===== src/rtl/lockreg_pkg.sv =====
package lockreg_pkg;
  // Live bits of one protection register, packed so that wl is bit 0.
  typedef struct packed {
    logic rl;  // read-lock
    logic ld;  // lock-down
    logic wl;  // write-lock
  } lock_t;

  localparam int LOCK_BITS = 3;

  typedef enum logic [1:0] {
    ACC_READ  = 2'b00,
    ACC_PROG  = 2'b01,
    ACC_ERASE = 2'b10,
    ACC_ERAS2 = 2'b11
  } acc_kind_e;

  localparam lock_t LOCK_RST = '{rl: 1'b0, ld: 1'b0, wl: 1'b1};
endpackage


===== src/rtl/lockreg_cell.sv =====
module lockreg_cell
  import lockreg_pkg::*;
(
  input  logic                 clk,
  input  logic                 rst_n,
  input  logic                 we,
  input  logic [LOCK_BITS-1:0] wbits,
  output lock_t                q
);
  always_ff @(posedge clk or negedge rst_n) begin
    if (!rst_n) begin
      q <= LOCK_RST;
    end else if (we) begin
      q.rl <= wbits[2];
      // lock-down freezes itself and the write-lock until reset
      if (!q.ld) begin
        q.ld <= wbits[1];
        q.wl <= wbits[0];
      end
    end
  end
endmodule


===== src/rtl/lockreg_gate.sv =====
module lockreg_gate
  import lockreg_pkg::*;
#(
  parameter int                 NUM_BLK = 8,
  parameter int                 BLK_AW  = 16,
  parameter int                 DW      = 8,
  parameter logic [DW-1:0]      FILL    = 8'hFF,
  parameter logic [NUM_BLK-1:0] WP_MASK = {1'b0, {(NUM_BLK-1){1'b1}}},
  localparam int                BIDX_W  = $clog2(NUM_BLK),
  localparam int                AW      = BLK_AW + BIDX_W
)(
  input  logic                  clk,
  input  logic                  rst_n,
  input  lock_t [NUM_BLK-1:0]   locks,
  input  logic                  tbl_n,
  input  logic                  wp_n,
  input  logic                  acc_valid,
  input  logic [1:0]            acc_kind,
  input  logic [AW-1:0]         acc_addr,
  input  logic [DW-1:0]         acc_data,
  output logic                  res_valid,
  output logic                  res_permit,
  output logic                  res_prot_err,
  output logic [DW-1:0]         res_data
);
  localparam logic [BIDX_W-1:0] TOP_BLK = BIDX_W'(NUM_BLK - 1);

  logic [BIDX_W-1:0] blk;
  lock_t             sel;
  logic              is_rd, pin_top, pin_wp, deny_wr, unused_lo;

  assign blk       = acc_addr[AW-1:BLK_AW];
  assign unused_lo = ^acc_addr[BLK_AW-1:0];
  assign sel       = locks[blk];
  assign is_rd     = (acc_kind == ACC_READ);
  assign pin_top   = (blk == TOP_BLK) && !tbl_n;
  assign pin_wp    = WP_MASK[blk] && !wp_n;
  assign deny_wr   = sel.wl || pin_top || pin_wp;

  always_ff @(posedge clk or negedge rst_n) begin
    if (!rst_n) begin
      res_valid    <= 1'b0;
      res_permit   <= 1'b0;
      res_prot_err <= 1'b0;
      res_data     <= '0;
    end else begin
      res_valid <= acc_valid;
      if (acc_valid) begin
        if (is_rd) begin
          res_permit   <= !sel.rl;
          res_prot_err <= 1'b0;
          res_data     <= sel.rl ? FILL : acc_data;
        end else begin
          res_permit   <= !deny_wr;
          res_prot_err <= deny_wr;
          res_data     <= '0;
        end
      end else begin
        res_permit   <= 1'b0;
        res_prot_err <= 1'b0;
        res_data     <= '0;
      end
    end
  end
endmodule


===== src/rtl/lockreg_bank.sv =====
module lockreg_bank
  import lockreg_pkg::*;
#(
  parameter int                 NUM_BLK = 8,
  parameter int                 BLK_AW  = 16,
  parameter int                 DW      = 8,
  parameter logic [DW-1:0]      FILL    = 8'hFF,
  parameter logic [NUM_BLK-1:0] WP_MASK = {1'b0, {(NUM_BLK-1){1'b1}}},
  localparam int                BIDX_W  = $clog2(NUM_BLK),
  localparam int                AW      = BLK_AW + BIDX_W
)(
  input  logic              clk,
  input  logic              rst_n,
  input  logic              tbl_n,
  input  logic              wp_n,
  input  logic              reg_we,
  input  logic [BIDX_W-1:0] reg_widx,
  input  logic [DW-1:0]     reg_wdata,
  input  logic [BIDX_W-1:0] reg_ridx,
  output logic [DW-1:0]     reg_rdata,
  input  logic              acc_valid,
  input  logic [1:0]        acc_kind,
  input  logic [AW-1:0]     acc_addr,
  input  logic [DW-1:0]     acc_data,
  output logic              res_valid,
  output logic              res_permit,
  output logic              res_prot_err,
  output logic [DW-1:0]     res_data
);
  lock_t [NUM_BLK-1:0] locks;
  logic                unused_hi;

  // reserved upper write bits are dropped
  assign unused_hi = ^reg_wdata[DW-1:LOCK_BITS];

  for (genvar i = 0; i < NUM_BLK; i++) begin : g_cell
    lockreg_cell u_cell (
      .clk   (clk),
      .rst_n (rst_n),
      .we    (reg_we && (reg_widx == BIDX_W'(i))),
      .wbits (reg_wdata[LOCK_BITS-1:0]),
      .q     (locks[i])
    );
  end

  assign reg_rdata = {{(DW-LOCK_BITS){1'b0}}, locks[reg_ridx]};

  lockreg_gate #(
    .NUM_BLK (NUM_BLK),
    .BLK_AW  (BLK_AW),
    .DW      (DW),
    .FILL    (FILL),
    .WP_MASK (WP_MASK)
  ) u_gate (
    .clk          (clk),
    .rst_n        (rst_n),
    .locks        (locks),
    .tbl_n        (tbl_n),
    .wp_n         (wp_n),
    .acc_valid    (acc_valid),
    .acc_kind     (acc_kind),
    .acc_addr     (acc_addr),
    .acc_data     (acc_data),
    .res_valid    (res_valid),
    .res_permit   (res_permit),
    .res_prot_err (res_prot_err),
    .res_data     (res_data)
  );
endmodule


===== config.mk =====
export PLATFORM = sky130hd
export DESIGN_NAME = lockreg_bank
export DESIGN_NICKNAME = d
export VERILOG_FILES = /design/src/rtl/lockreg_pkg.sv /design/src/rtl/lockreg_cell.sv /design/src/rtl/lockreg_gate.sv /design/src/rtl/lockreg_bank.sv
export SDC_FILE = /design/constraint.sdc
export NUM_CORES = 1
export LEC_CHECK = 0
export BUFFER_PORTS_ARGS = -buffer_cell sky130_fd_sc_hd__buf_4
export CORE_AREA = 2 2 69 71
export CTS_CLUSTER_DIAMETER = 150
export CTS_CLUSTER_SIZE = 14
export DETAILED_ROUTE_END_ITERATION = 10
export DIE_AREA = 0 0 71 73
export PLACE_DENSITY = 0.75
export SYNTH_ARGS = -nofsm -noshare
export SYNTH_HDL_FRONTEND = slang
export SYNTH_SLANG_ARGS = --single-unit

===== constraint.sdc =====
create_clock -name clk -period 1.8 [get_ports clk]
set_input_delay 0.09 -clock clk [delete_from_list [all_inputs] [get_ports clk]]
set_output_delay 0.09 -clock clk [all_outputs]
set_load 0.02 [all_outputs]

==> impl_metrics.ini, run 1 <==
[floorplanning]
start_util = 0.3746
die_x_um = 71
core_area_mm2 = 0.004536
die-area_mm2 = 0.005183
ioPinCount = 68
fp.dieH_um = 73
row_count = 25

[hold_path]
min_path_type = in2reg
hold_path_end = u_gate.res_data[5]
hp-start = acc_data[5]
min_delay_path_depth = 2

[cells_and_area]
antenna_cells = 0
area_growth_pct = 26.51
fillCellCount = 425
postLayoutCoreUtil = 0.4739
design_area_mm2 = 0.002150
final_nets = 223
post_route_cells_drive_above_1_share = 0.4857

[clocking]
clockBufferDepth = 2
clock_latency_ns = 0.28
hold_buffers = 2
cts_resized = 0
numCtsBuffers = 5
h-tree-depth = 2
cts_tree = yes
cts.sinks = 35
cts_setup_buffers = 0
clk_pin_slew_ns = 0.07
ctsRootBufferMaster = clkbuf_8

[critical_path]
path_cells = mux4_2, mux2_2, buf_4
cp_data_arrival_time_ns = 1.60
path_class = reg2out
critPathLaunchType = flop
critical_path_buf_inv_count = 1
reg2reg_from = g_cell[3].u_cell.q[2]
reg2reg_to = u_gate.res_permit
slowest_delay_ns = 0.47
critPathTopFamily = multiplexers
crit_slowest_cell = mux4_2
worstPathMaxFanout = 3
timing.reg2reg.worst_path_depth = 3
ff2ff_setup_slack_ns = 0.17
critPathCaptureType = output port
critPathLaunch = g_cell[7].u_cell.q[1]
cp.depth = 3
required_ns = 1.71

[timing]
hold_viol_final = 0
setup_tns_ns = 0
grt_setup_unrepaired = no
setup_violations = 0
slew_violations = 0
holdWs_ns = 0.02020
fmax_ghz = 0.5908
fin_crit_ns = 1.693
fin_crit_sh = 0.9403
skew_ns = 0.004702

[yosys]
synthTopCellsByCount = dfrtp_1, mux2_2, nor2_1, nor3_1
ys_types = 25
synth_area_mm2 = 0.001699
synth_area_leaders = dfrtp_1, mux2_2, dfstp_2
yosys_warnings = 0
synth_most_common_cell = dfrtp_1
async_reset_ff_frac = 1.000
synth_edf_count = 0
synthCells = 127
ys.flop_type = dfrtp_1
synth_top_area_frac = 0.3976
yosys.area.top_type = dfrtp_1
ys_ff_latch = 35
ys_seq_area_frac = 0.5214
synth.avg_cell_area_um2 = 13.38

[placement]
hpwl_um = 2749
dpl_cell_area_mm2 = 0.002048
gp_congestion = 0.7625
io_buffers = 41

[power]
ir_drop_mv = 0.2915
p_leak_nw = 0.9267
p_per_area_mw_per_mm2 = 1021

[grt]
overflow = 0
grt_pass1_wl_um = 5968
antenna_found_initial = 0
grt_pass1_vias = 1214
grt.total_usage = 0.1529
grt_max_degree = 36

[detailed_routing]
postRouteAntennaNets = 0
dr.pass1.iters = 3
routedWlPerCell_um = 15.70
drtIter0Drc = 23
drc_errors = 0
wirelength_um = 3595
viasPerCell = 5.105
dr_total_vias = 1169

[outcome]
run_status = complete, no violations

[job]
drv_cap = 0
-- cell families after synthesis --
logic type      after synthesis  share of synthesized area
compound gates               20                    0.09352
mux                          29                     0.2585
flops                        35                     0.5214
other cells                   1                   0.002207
buf+inv                      10                    0.03314
simple gates                 32                    0.09132
-- through the flow --
stage,total power [mW],setup WS (ns),std cells
floorplan,1.454,0.2976,131
finish,2.195,0.1074,229
CTS,2.220,0.09120,229
global route,2.322,0.06788,229
global placement,1.643,0.2421,219
detailed placement,1.673,0.2030,219
-- how the worst max path moves through the flow --
stage                              to  slack [ns]
detailed placement  u_gate.res_permit        0.20
CTS                      reg_rdata[1]        0.09
finish                   reg_rdata[1]        0.11
global placement    u_gate.res_permit        0.24
floorplan           u_gate.res_permit        0.30
global route             reg_rdata[1]        0.07
-- report_power, final --
| part | switching [mW] | leakage (nW) | internal [mW] |
|---|---|---|---|
| clock network | 0.264 | 0.0422 | 0.271 |
| registers | 0.112 | 0.408 | 0.989 |
| logic | 0.235 | 0.476 | 0.325 |
| total | 0.611 | 0.927 | 1.58 |
-- routing by layer --
layer,share of wire,global-route usage,wire (µm),up-vias
met5,0,0,0,-
met4,0,0.05031,0,0
met3,0.061,0.04558,218,0
met2,0.54,0.2762,1935,41
met1,0.40,0.1735,1442,578
li1,-,-,-,550
-- layout by cell type (no fill, tap or decap), types with 2 or more instances in the layout --
cell,instances
o21a_1,8
clkbuf_1,2
nand2_1,4
dfrtp_1,27
inv_1,2
clkbuf_8,5
dlygate4sd3_1,2
nor2_1,10
nor3_1,10
buf_4,42
nand2b_1,3
mux2_2,19
conb_1,5
mux4_1,2
mux4_2,7
o21bai_1,8
dfstp_2,8
-- cell type report --
class / count / area, µm² / share of cell area
inverter: 2 / 7.507 / 0.003492
multi-input combinational: 86 / 772.0 / 0.3591
timing repair buffer: 44 / 335.3 / 0.1560
sequential: 35 / 885.9 / 0.4121
tap: 54 / 67.56 / 0.03143
clock buffer: 7 / 76.32 / 0.03551
clock inverter: 1 / 5.005 / 0.002328
-- worst register-to-register path, stage by stage, from the launching register on --
cell	delay, ns
dfrtp_1	0.40
mux4_1	0.54
mux2_4	0.34
a221oi_2	0.27
-- flip-flops by register name, indices dropped and copies added, names as in the netlist --
name                 count
g_cell.u_cell.q         24
u_gate.res_valid         1
u_gate.res_data          8
u_gate.res_prot_err      1
u_gate.res_permit        1
Note: power is estimated with default switching activity, not from simulation.
==> run 2, diff against run 1 <==
--- a/config.mk
+++ b/config.mk
@@ -12,6 +12,8 @@
 export DETAILED_ROUTE_END_ITERATION = 10
 export DIE_AREA = 0 0 71 73
 export PLACE_DENSITY = 0.75
+export RECOVER_POWER = 100
+export REMOVE_ABC_BUFFERS = 1
 export SYNTH_ARGS = -nofsm -noshare
 export SYNTH_HDL_FRONTEND = slang
 export SYNTH_SLANG_ARGS = --single-unit
==> run 2 against run 1 <==
Clock skew is 0.0038 ns higher. Hold slack worse by 0.0086 ns. Non-clock buffer count stayed put. Worst setup slack better by 0.0066 ns.
==> impl_metrics.ini, run 2 (synthesized netlist as in run 1, its figures left out) <==
[timing]
fmax_ghz = 0.5931
worstMarginPinSlew_ns = 0.8601
hold_viol_final = 0
skew_ns = 0.008515
fin_crit_sh = 0.9367
grt_setup_unrepaired = no
fin_ws_ns = 0.1140
fin_crit_ns = 1.686
slew_headroom = 0.4266
slew_violations = 0
setup_tns_ns = 0
setup_violations = 0
holdWs_ns = 0.01158

[placement]
dpl_cell_area_mm2 = 0.002048
dp.cells = 219
io_buffers = 41
post-place-ws_ns = 0.2146
gp_congestion = 0.7836
hpwl_um = 2696

[hold_path]
hp-start = acc_data[6]
min_delay_path_depth = 2
hold_path_end = u_gate.res_data[6]
min_path_type = in2reg

[floorplanning]
core_area_mm2 = 0.004536
die-area_mm2 = 0.005183
start_util = 0.3746
fp.dieH_um = 73
row_count = 25
ioPinCount = 68
die_x_um = 71

[critical_path]
cp_data_arrival_time_ns = 1.60
timing.reg2reg.worst_path_depth = 3
path_class = reg2out
worstPathMaxFanout = 3
critPathCaptureType = output port
critPathLaunchType = flop
reg2reg_from = g_cell[3].u_cell.q[2]
ff2ff_setup_slack_ns = 0.14
required_ns = 1.71
reg2reg_to = u_gate.res_permit

[cells_and_area]
antenna_cells = 0
multi_input_area_um2 = 765.7
area_growth_pct = 22.46
reg_top3 = g_cell.u_cell.q: 24 flops, u_gate.res_data: 8 flops
largest_reg_flops = 24
most-common-layout-cells = dfrtp_1, buf_4, mux2_2, clkbuf_1
post_route_cells_drive_above_1_share = 0.3943
largest-register = g_cell.u_cell.q
seqCellArea_um2 = 885.9
design_area_mm2 = 0.002081
postLayoutCoreUtil = 0.4588
final_nets = 223
fillCellCount = 430
finalNonFillerCells = 229
final_common_cell = dfrtp_1

[clocking]
ctsRootBufferMaster = clkbuf_8
cts.sinks = 35
clockBufferDepth = 2
h-tree-depth = 2
clock_latency_ns = 0.29
cts_tree = yes
clk_pin_slew_ns = 0.07
numCtsBuffers = 5
cts_setup_buffers = 0
hold_buffers = 2
cts_resized = 0

[grt]
grt_pass1_vias = 1208
antenna_found_initial = 0
grt.total_usage = 0.1501
overflow = 0
grt_pass1_wl_um = 5871
grt_max_degree = 36

[power]
ir_drop_mv = 0.3382
p_leak_nw = 0.8618
total_power_mw = 2.156
p_per_area_mw_per_mm2 = 1036

[detailed_routing]
dr_total_vias = 1181
routedWlPerCell_um = 15.54
wirelength_um = 3559
drc_errors = 0
viasPerCell = 5.157
postRouteAntennaNets = 0
dr.pass1.iters = 4
drtIter0Drc = 28

[outcome]
run_status = complete, no violations

[job]
drv_cap = 0
-- run 2: final cells by class --
| class | instances | share of cell area |
|---|---|---|
| multi-input cells | 86 | 0.3680 |
| well taps | 54 | 0.03247 |
| flip-flops and latches | 35 | 0.4257 |
| inverters | 2 | 0.003608 |
| repair buffers | 44 | 0.1293 |
| clock buffers | 6 | 0.03488 |
| clock inverters | 2 | 0.006013 |
-- run 2: critical path: stages (launching register included) --
cell and delay (ns):
dfrtp_1 0.40, mux4_2 0.47, mux2_2 0.28, clkbuf_2 0.16
-- run 2: per-layer routing --
layer	track usage	wire (µm)
met1	0.1789	1496
met2	0.2534	1792
met3	0.05110	250
met4	0.05451	19
met5	0	0
-- run 2: worst max-delay path by stage --
stage | from | end | slack (ns) | cells past startpoint
3_5_place_dp | g_cell[1].u_cell.q[2] | u_gate.res_permit | 0.21 | 3
5_1_grt | g_cell[2].u_cell.q[2] | u_gate.res_permit | 0.03 | 3
2_1_floorplan | g_cell[1].u_cell.q[2] | u_gate.res_permit | 0.30 | 3
3_3_place_gp | g_cell[1].u_cell.q[2] | u_gate.res_permit | 0.24 | 3
4_1_cts | g_cell[7].u_cell.q[1] | reg_rdata[1] | 0.09 | 3
6_report | g_cell[7].u_cell.q[1] | reg_rdata[1] | 0.11 | 3
-- run 2: where the power goes --
part           switching [mW]  internal [mW]
clock                   0.273          0.270
combinational           0.232          0.295
sequential              0.102          0.985
total                   0.606           1.55
==> run 3, diff against run 2 <==
--- a/config.mk
+++ b/config.mk
@@ -5,13 +5,13 @@
 export SDC_FILE = /design/constraint.sdc
 export NUM_CORES = 1
 export LEC_CHECK = 0
-export BUFFER_PORTS_ARGS = -buffer_cell sky130_fd_sc_hd__buf_4
-export CORE_AREA = 2 2 69 71
+export CORE_AREA = 2 2 86 88
 export CTS_CLUSTER_DIAMETER = 150
 export CTS_CLUSTER_SIZE = 14
 export DETAILED_ROUTE_END_ITERATION = 10
-export DIE_AREA = 0 0 71 73
-export PLACE_DENSITY = 0.75
+export DIE_AREA = 0 0 88 90
+export DONT_BUFFER_PORTS = 1
+export PLACE_DENSITY_LB_ADDON = 0.1
 export RECOVER_POWER = 100
 export REMOVE_ABC_BUFFERS = 1
 export SYNTH_ARGS = -nofsm -noshare
==> run 3 against run 2 <==
Clock-buffer cell count rose by 1. Maximum frequency increased by 1.0%. Via count decreased by 7.5%. Core utilization fell by 17 points. Non-clock buffer count fell by 30. Clock power is 9.2% higher. Die area rose by 53%. Register-to-register slack about the same. Critical path depth is 1 lower. Hold slack improved by 0.015 ns. Final cell count rose by 6.6%. Wire length rose by 17%. Critical path type unchanged. Critical endpoint unchanged. Highest routed layer unchanged.
==> impl_metrics.ini, run 3 (synthesized netlist as in run 1, its figures left out) <==
[cells_and_area]
design_area_mm2 = 0.002007
reg_top3 = g_cell.u_cell.q: 24 flops, u_gate.res_data: 8 flops
post_route_cells_drive_above_1_share = 0.2759
antenna_cells = 0
largest_reg_flops = 24
finalNonFillerCells = 244
largest-register = g_cell.u_cell.q
final_nets = 193
area_growth_pct = 18.11
most-common-layout-cells = dfrtp_1, mux2_2, dlygate4sd3_1, nor3_1, nor2_1
final_common_cell = dfrtp_1

[grt]
grt_max_degree = 36
antenna_found_initial = 0
grt_pass1_wl_um = 6596
grt_pass1_vias = 1219
grt.total_usage = 0.1111
overflow = 0

[detailed_routing]
routedWlPerCell_um = 17.11
postRouteAntennaNets = 0
dr.pass1.iters = 4
drc_errors = 0
drtIter0Drc = 35
dr_total_vias = 1093
wirelength_um = 4175
viasPerCell = 4.480

[clocking]
clk_pin_slew_ns = 0.08
h-tree-depth = 2
hold_buffers = 13
numCtsBuffers = 5
cts_tree = yes
clock_latency_ns = 0.28
cts_setup_buffers = 0
cts.sinks = 35
clockBufferDepth = 2
ctsRootBufferMaster = clkbuf_8
cts_resized = 0

[power]
ir_drop_mv = 0.3152
total_power_mw = 2.148
p_leak_nw = 0.7755
p_per_area_mw_per_mm2 = 1070

[timing]
hold_viol_final = 0
setup_tns_ns = 0
slew_headroom = 0.4088
fmax_ghz = 0.5991
grt_setup_unrepaired = no
slew_violations = 0
skew_ns = 0.007937
worstMarginPinSlew_ns = 0.8868
fin_crit_ns = 1.669
fin_crit_sh = 0.9274
setup_violations = 0

[floorplanning]
die_x_um = 88
ioPinCount = 68
core_area_mm2 = 0.007020
start_util = 0.2420
die-area_mm2 = 0.007920
row_count = 31
fp.dieH_um = 90

[placement]
io_buffers = 0
gp_congestion = 0.7442
dpl_cell_area_mm2 = 0.001797
hpwl_um = 2977
dp.cells = 223

[critical_path]
reg2reg_from = g_cell[1].u_cell.q[2]
path_class = reg2out
cp_data_arrival_time_ns = 1.58
worstPathMaxFanout = 3
required_ns = 1.71
slowest_delay_ns = 0.47
cp-endpoint = reg_rdata[1]
critPathCaptureType = output port
path_cells = mux4_2, mux2_1
timing.reg2reg.worst_path_depth = 3
ff2ff_setup_slack_ns = 0.14
crit_slowest_cell = mux4_2
reg2reg_to = u_gate.res_permit
critPathLaunch = g_cell[7].u_cell.q[1]
critPathLaunchType = flop

[hold_path]
min_path_type = in2reg

[outcome]
run_status = complete, no violations

[job]
drv_cap = 0
run 3: cell count changes in the layout (fill, tap and decap cells not counted), sizes merged:
cell         previous run  this run
buf                    23         1
dlygate4sd3             2        12
clkinvlp                1         0
clkbuf                 25         8
run 3: critical path, delay by kind of cell (launching register included):
kind	cells	cell delay [ns]
muxes	2	0.89
DFF	1	0.41
run 3: how the worst min path moves through the flow:
stage | from | to | slack, ns | cells past startpoint
after floorplan | rst_n | g_cell[0].u_cell.q[1] | -0.21 | 0
after global placement | rst_n | u_gate.res_data[6] | -0.20 | 0
after detailed placement | rst_n | u_gate.res_data[6] | -0.20 | 0
after CTS | acc_addr[18] | u_gate.res_permit | 0.02 | 2
after global routing | acc_addr[18] | u_gate.res_permit | 0.04 | 2
final | reg_widx[2] | g_cell[5].u_cell.q[1] | 0.03 | 2
run 3: where the power goes:
group	internal, mW	leakage [nW]	switching [mW]	total [mW]
registers	0.985	0.408	0.131	1.12
logic	0.252	0.320	0.188	0.440
clock network	0.309	0.0482	0.283	0.592
run 3: final cells by class:
class | count | area, µm²
tap | 99 | 123.9
inverter | 2 | 7.507
sequential | 35 | 885.9
fill | 714 | 5014
timing repair buffer | 14 | 132.6
multi-input combinational | 86 | 765.7
clock inverter | 1 | 5.005
clock buffer | 7 | 86.33
run 3: through the flow:
stage | setup slack [ns] | utilization | hold WS [ns]
3_3_place_gp | 0.2013 | 0.2559 | -0.2046
3_5_place_dp | 0.1910 | 0.2559 | -0.2048
2_1_floorplan | 0.2976 | - | -0.2056
4_1_cts | 0.1679 | 0.2889 | 0.02084
6_report | 0.1307 | 0.2859 | 0.02704
5_1_grt | 0.05443 | 0.2859 | 0.04369
run 3: layer usage:
layer  GRT usage  part of all wire
met1      0.1446              0.46
met2      0.1667              0.46
met3     0.04500             0.075
met4     0.03590            0.0074
met5           0                 0
